[config.mk]
export PLATFORM = sky130hd
export DESIGN_NAME = irq_vector_ctrl
export DESIGN_NICKNAME = d
export VERILOG_FILES = /design/src/rtl/irqc_pkg.sv /design/src/rtl/irqc_pending_bank.sv /design/src/rtl/irqc_enable_regs.sv /design/src/rtl/irqc_prio_pick.sv /design/src/rtl/irq_vector_ctrl.sv
export SDC_FILE = /design/constraint.sdc
export NUM_CORES = 1
export LEC_CHECK = 0
export BUFFER_PORTS_ARGS = -buffer_cell sky130_fd_sc_hd__buf_4
export CORE_UTILIZATION = 54
export DETAILED_ROUTE_END_ITERATION = 10
export PLACE_DENSITY_LB_ADDON = 0.25
export SLEW_MARGIN = 30
export SYNTH_ARGS = -nofsm -noshare
export SYNTH_HDL_FRONTEND = slang
export SYNTH_SLANG_ARGS = --single-unit
[constraint.sdc]
create_clock -name clk -period 4.5 [get_ports clk]
set_input_delay 1.35 -clock clk [delete_from_list [all_inputs] [get_ports clk]]
set_output_delay 1.35 -clock clk [all_outputs]
set_load 0.03 [all_outputs]
[src/rtl/irqc_pkg.sv]
package irqc_pkg;
  // Slot address of a source: index shifted by the slot-size exponent.
  function automatic int unsigned slot_addr(input int unsigned idx,
                                            input int unsigned shift);
    return idx << shift;
  endfunction
endpackage

[src/rtl/irqc_pending_bank.sv]
module irqc_pending_bank #(
  parameter int N_SRC = 8
) (
  input  logic             clk,
  input  logic             rst,
  input  logic [N_SRC-1:0] set_i,
  input  logic [N_SRC-1:0] clr_i,
  output logic [N_SRC-1:0] pend_o
);
  logic [N_SRC-1:0] pend_q;

  for (genvar g = 0; g < N_SRC; g++) begin : g_flag
    always_ff @(posedge clk) begin
      if (rst) pend_q[g] <= 1'b0;
      else if (set_i[g]) pend_q[g] <= 1'b1;
      else if (clr_i[g]) pend_q[g] <= 1'b0;
    end
  end

  assign pend_o = pend_q;


  set_wins_chk: assert property (@(posedge clk) disable iff (rst)
    (|set_i) |=> ((pend_q & $past(set_i)) == $past(set_i)));


  no_silent_drop_chk: assert property (@(posedge clk) disable iff (rst)
    (|pend_q) |=> ((~pend_q & $past(pend_q) & ~$past(clr_i)) == '0));
endmodule

[src/rtl/irqc_enable_regs.sv]
module irqc_enable_regs #(
  parameter int          N_SRC   = 8,
  parameter logic [7:0]  ALWAYS_ON = 8'h01
) (
  input  logic             clk,
  input  logic             rst,
  input  logic             en_we,
  input  logic [N_SRC-1:0] en_wdata,
  input  logic             gie_we,
  input  logic             gie_wdata,
  input  logic             ack_take,
  output logic [N_SRC-1:0] en_eff_o,
  output logic             gie_o
);
  logic [N_SRC-1:0] en_q;
  logic             gie_q;
  logic [N_SRC-1:0] force_on;

  for (genvar g = 0; g < N_SRC; g++) begin : g_force
    if (g < 8) begin : g_lo
      assign force_on[g] = ALWAYS_ON[g];
    end else begin : g_hi
      assign force_on[g] = 1'b0;
    end
  end

  always_ff @(posedge clk) begin
    if (rst) begin
      en_q  <= '0;
      gie_q <= 1'b0;
    end else begin
      if (en_we) en_q <= en_wdata;
      if (ack_take) gie_q <= 1'b0;
      else if (gie_we) gie_q <= gie_wdata;
    end
  end

  assign en_eff_o = en_q | force_on;
  assign gie_o    = gie_q;


  ack_clears_gie_chk: assert property (@(posedge clk) disable iff (rst)
    ack_take |=> !gie_q);
endmodule

[src/rtl/irqc_prio_pick.sv]
module irqc_prio_pick #(
  parameter int N_SRC = 8,
  localparam int IDX_W = (N_SRC > 1) ? $clog2(N_SRC) : 1
) (
  input  logic [N_SRC-1:0] elig_i,
  output logic [N_SRC-1:0] grant_o,
  output logic [IDX_W-1:0] idx_o,
  output logic             any_o
);
  logic [N_SRC:0] blocked;

  assign blocked[0] = 1'b0;
  for (genvar g = 0; g < N_SRC; g++) begin : g_chain
    assign grant_o[g]   = elig_i[g] & ~blocked[g];
    assign blocked[g+1] = blocked[g] | elig_i[g];
  end

  assign any_o = blocked[N_SRC];

  always_comb begin
    idx_o = '0;
    for (int i = 0; i < N_SRC; i++)
      if (grant_o[i]) idx_o = idx_o | IDX_W'(i);
  end


  one_grant_chk: assert final ($onehot0(grant_o));

  lowest_wins_chk: assert final (!any_o || elig_i[idx_o]);
endmodule

[src/rtl/irq_vector_ctrl.sv]
module irq_vector_ctrl #(
  parameter int         N_SRC      = 8,
  parameter int         VEC_W      = 8,
  parameter int         SLOT_SHIFT = 1,
  parameter logic [7:0] ALWAYS_ON  = 8'h01,
  localparam int        IDX_W      = (N_SRC > 1) ? $clog2(N_SRC) : 1
) (
  input  logic             clk,
  input  logic             rst,
  input  logic [N_SRC-1:0] irq_pulse,
  input  logic             en_we,
  input  logic [N_SRC-1:0] en_wdata,
  input  logic             gie_we,
  input  logic             gie_wdata,
  input  logic             insn_end,
  output logic             cpu_req,
  output logic [VEC_W-1:0] cpu_vec,
  input  logic             cpu_ack
);
  import irqc_pkg::*;

  logic [N_SRC-1:0] pend, en_eff, elig, grant, sel_q, clr;
  logic [IDX_W-1:0] win_idx;
  logic             win_any, gie, ack_take, launch;
  logic             req_q;
  logic [VEC_W-1:0] vec_q;

  assign ack_take = cpu_ack & req_q;
  assign clr      = ack_take ? sel_q : '0;
  assign elig     = pend & en_eff;
  assign launch   = insn_end & ~req_q & gie & win_any;

  irqc_pending_bank #(.N_SRC(N_SRC)) u_pend (
    .clk(clk), .rst(rst), .set_i(irq_pulse), .clr_i(clr), .pend_o(pend));

  irqc_enable_regs #(.N_SRC(N_SRC), .ALWAYS_ON(ALWAYS_ON)) u_en (
    .clk(clk), .rst(rst), .en_we(en_we), .en_wdata(en_wdata),
    .gie_we(gie_we), .gie_wdata(gie_wdata), .ack_take(ack_take),
    .en_eff_o(en_eff), .gie_o(gie));

  irqc_prio_pick #(.N_SRC(N_SRC)) u_pick (
    .elig_i(elig), .grant_o(grant), .idx_o(win_idx), .any_o(win_any));

  always_ff @(posedge clk) begin
    if (rst) begin
      req_q <= 1'b0;
      vec_q <= '0;
      sel_q <= '0;
    end else if (ack_take) begin
      req_q <= 1'b0;
    end else if (launch) begin
      req_q <= 1'b1;
      vec_q <= VEC_W'(slot_addr(32'(win_idx), SLOT_SHIFT));
      sel_q <= grant;
    end
  end

  assign cpu_req = req_q;
  assign cpu_vec = vec_q;


  hold_vec_chk: assert property (@(posedge clk) disable iff (rst)
    (cpu_req && !cpu_ack) |=> (cpu_req && $stable(cpu_vec)));


  ack_drops_req_chk: assert property (@(posedge clk) disable iff (rst)
    (cpu_req && cpu_ack) |=> !cpu_req);


  rise_at_boundary_chk: assert property (@(posedge clk) disable iff (rst)
    $rose(cpu_req) |-> ($past(insn_end) && $past(gie)));


  clear_target_chk: assert property (@(posedge clk) disable iff (rst)
    ack_take |-> $onehot(sel_q));
endmodule

After elaboration in Yosys (flattened, before gate mapping)
Index checks and enable logic that the tools add are counted.
{"block": "op_classes", "addsub": 0, "mul": 0, "div": 0, "magnitude_cmp": 0, "eq_ne": 0, "n_shift": 0, "n_mux": 24, "bitwise_logic": 28, "reduce_logical": 10}
{"op": "1-bit two-way mux", "count": 17}
{"op": "2-bit nonzero test", "count": 8}
{"op": "3-bit two-way mux", "count": 4}
{"op": "1-bit bitwise AND", "count": 11}
{"op": "1-bit NOT", "count": 9}
{"op": "8-bit bitwise AND", "count": 1}
{"op": "8-bit two-way mux", "count": 1}
{"op": "1-bit OR", "count": 7}
{"op": "2-bit two-way mux", "count": 2}
{"op": "2-bit AND reduction", "count": 1}
{"op": "2-bit OR reduction", "count": 1}
{"block": "totals", "regBits": 29, "latch_bits": 0, "mem_bits_rw": 0, "rom_bits": 0, "inputBits": 23, "wordCells": 75, "mem_count": 0}

Longest topological paths before layout
{"block": "logic_depth", "word_depth": 10, "depth_mapped": 5, "mapped_depth_nobuf": 4}

Modules after synthesis
A second synthesis with hierarchy kept.
{"block": "hier_totals", "hier_cells": 160, "area_unflattened_um2": 1520.2}
{"mod": "irq_vector_ctrl", "n_inst": 1, "cells_each": 75, "area_per_inst_um2": 693.2, "seq_area_each_um2": 240.2}
{"mod": "irqc_pending_bank", "n_inst": 1, "cells_each": 33, "area_per_inst_um2": 381.6, "seq_area_each_um2": 160.2}
{"mod": "irqc_enable_regs", "n_inst": 1, "cells_each": 28, "area_per_inst_um2": 299.0, "seq_area_each_um2": 160.2}
{"mod": "irqc_prio_pick", "n_inst": 1, "cells_each": 24, "area_per_inst_um2": 146.4, "seq_area_each_um2": 0.0}

Least setup slack after synthesis
OpenSTA, ideal clock, no wires.
{"block": "synth_path", "path_kind": "input to register", "start": "input port insn_end", "end": "register sel_q[2]", "t_arrival_ns": 2.320, "required_ns": 4.429, "setup_slack_ns": 2.110, "path_stages": 4, "path_cell_list": "nand2_1 > or2_2 > or4_1 > a21oi_1"}
{"block": "synth_between", "elab_chain_len": 4}
{"item": "from (decl)", "line": "irq_vector_ctrl.sv:15", "rtl": "input logic insn_end,"}
{"item": "1-bit bitwise AND (3 in a row)", "line": "irq_vector_ctrl.sv:31", "rtl": "assign launch = insn_end & ~req_q & gie & win_any;"}
{"item": "2-bit AND reduction (no source line)"}
{"item": "to (signal assigned)", "line": "irq_vector_ctrl.sv:54", "rtl": "sel_q <= grant;"}
{"item": "to (decl)", "line": "irq_vector_ctrl.sv:22", "rtl": "logic [N_SRC-1:0] pend, en_eff, elig, grant, sel_q, clr;"}
Every way passes these cells.
A chain may end at the register's enable or synchronous reset.

Worst setup path after layout
Ends and elaborated chain as after synthesis.

==> reports/metrics.yaml <==
status: "completed"
ys_seq_area_share_pct: 46.0
final_cell_area_mm2: 0.00141
final.setup.tns_ns: 0
rows: 16
grt_overflow_total: 0
io_buffers: 25
synth-seq-cells: 28
layout-drive-gt1-share_pct: 22.2
cts-resized-gates: 0
drc_errors: 0
startpoint_type: "input pin"
fmax_ghz: 0.437
crit_fanout: 13
vias: 1114
wl_met3_um: 189
whs_path_depth: 2
setup_viol_count_final: 0
crit_required_ns: 4.76
finalMaxSlewViolations: 0
clockRootBuffer: "clkbuf_4"
syn_area_mm2: 0.00122
drtIter0Drc: 26
fin_util_pct: 68.8
skew_ns: 0.00110
syn_avg_cell_area_um2: 8.57
die_w_um: 49.5
rrSetupSlack_ns: 2.96
hp-start: "sel_q[1]"
tritoncts: "yes"
synth_compound_area_share_pct: 18.6
grt_pass1_wl_mm: 4.29
die_area_mm2: 0.00245
syn_to_final_growth_pct: 15.4
antenna_found_initial: 0
clk_pin_slew_worst_paths_ns: 0.13
crit_slowest_cell: "or4_1"
powerDensity_mw_per_mm2: 305
power_leakage_nw: 0.578
wl_met2_mm: 1.16
ys.warnings.count: 0
async_flop_share_pct: 0
cts.sinks: 28
syn_inst: 142
synth_top_flop_cell: "dfxtp_1"
h-tree-depth: 1
synth_top_family_by_area: "simple AND/OR/NAND/NOR gates"
drv_cap: 0
pin_count: 32
top_layer_used: "met4"
drt-met1-wl_mm: 1.11
ys_types: 31
cts_setup_buffers: 0
grt_pass1_vias: 1023
dp_hpwl_mm: 1.80
rr_worst_depth: 4
clk_latency_ns: 0.32
end_kind: "flip-flop"
crit_chain: "buf_4 -> nand2_1 -> or2_2 -> or4_1 -> a21oi_1"
viasPerCell: 5.89
die_h_um: 49.5
place_congestion: 0.849
clock_path_buffers: 2
cts_made_buffers: 3
reg2reg_to: "sel_q[2]"
antennaDiodeCount: 0
rsz0062_at_grt: "false"
layout.nets: 187
cpPeakStageDelay_ns: 0.54
synth_mux_area_share_pct: 6.58
ctsHoldBuffers: 0
yosys.area_share.simple_pct: 22.3
start_util_pct: 59.6
coreArea_mm2: 0.00204
first_pass_iters: 4
fin_crit_ns: 2.29
synth_edf_count: 0
period_share_pct: 50.9
hold_viol: 0
worstHoldEndpoint: "sel_q[1]"
dpl_cell_area_mm2: 0.00138
synthAdderAreaFrac_pct: 0
grt_max_degree: 27
peakVddDrop_uv: 294
hold_class: "flip-flop to flip-flop"
timing.rr.start: "u_en.gie_o"
wirelength_mm: 2.53
wl_per_cell_um: 13.4
grtUsageTotal_pct: 22.7
ant_nets: 0
synth-xor-area-share_pct: 0
worstSetupPathType: "input pin to flip-flop"
cp_data_arrival_time_ns: 2.55
-- cell usage after synthesis (all sizes together) (2+ instances only) --
cell type	number	area, um^2
dfxtp	28	561
nor2	19	71.3
a21oi	18	90.1
nand2	17	63.8
mux2i	8	80.1
buf	6	48.8
clkbuf	6	22.5
o21ai	5	25.0
nand2b	4	25.0
a22oi	3	32.5
a31o	3	26.3
nand3	3	15.0
nand4	3	18.8
and2	2	12.5
nor3	2	10.0
o211ai	2	15.0
-- kinds of logic (layout without fill, tap and decap cells) --
kind of cell / after synthesis / count (layout)
other: 1 / 5
muxes: 8 / 8
AOI/OAI and AO/OA: 35 / 35
buffers and inverters: 13 / 29
and+or+nand+nor: 57 / 57
DFF: 28 / 28
-- worst max path at each step --
stage / from / to / slack (ns) / depth (start not counted)
6_report: insn_end / sel_q[2] / 2.21 / 5
5_1_grt: insn_end / sel_q[2] / 2.14 / 5
4_1_cts: insn_end / sel_q[2] / 2.22 / 5
3_5_place_dp: insn_end / sel_q[2] / 1.89 / 5
3_3_place_gp: insn_end / sel_q[2] / 1.89 / 5
2_1_floorplan: insn_end / sel_q[2] / 2.11 / 4
-- critical path: cells and delay by family --
kind                   cells  cell delay [ns]
AOI/OAI and AO/OA          1             0.15
buffers and inverters      1             0.08
and+or+nand+nor            3             0.97
-- final cells by class --
type / instances / area, um^2
Timing Repair Buffer: 25 / 188
Inverter: 1 / 3.75
Tap cell: 27 / 33.8
Fill cell: 188 / 637
Clock buffer: 3 / 22.5
Multi-Input combinational cell: 105 / 597
Sequential cell: 28 / 561
-- report_power, final --
group,switching [mW],internal (mW)
Clock,0.0658,0.0314
Sequential,0.0107,0.258
Combinational,0.0351,0.0274
-- layout by cell type, fill, tap and decap left out --
cell	instances
a31o_2	3
and2_1	2
nor4bb_1	1
nor3b_1	1
a31oi_1	1
nand3_1	3
nor3_1	2
nor4_1	1
a2111o_1	1
nand2b_1	4
inv_1	1
and4_4	1
buf_4	25
o41ai_1	1
o211ai_1	2
nor2_1	19
o21ai_0	5
a21oi_1	18
and3_1	1
a22oi_2	2
or2_2	1
nand4_1	3
nand2_1	17
mux2i_1	8
clkbuf_4	3
dfxtp_1	28
a22oi_1	1
or4_1	1
a41o_2	1
conb_1	5
-- through the flow --
step,power (mW),setup WS [ns],hold slack [ns],cells
after floorplan,0.318,2.11,0.436,146
after global placement,0.333,1.89,0.456,186
after detailed placement,0.335,1.89,0.477,186
after CTS,0.430,2.22,0.495,189
after global routing,0.447,2.14,0.523,189
final,0.429,2.21,0.490,189
-- state kept, by name (all words and copies together) (netlist names) --
register       cells
cpu_req            1
cpu_vec            3
sel_q              8
u_en.en_q          7
u_en.gie_o         1
u_pend.pend_o      8
-- per-layer routing --
metal	vias to the layer above	GRT usage, %
li1	541	-
met1	502	27.6
met2	62	38.8
met3	9	3.40
met4	0	11.0
met5	-	0
Power figures use the tool's default switching activity.
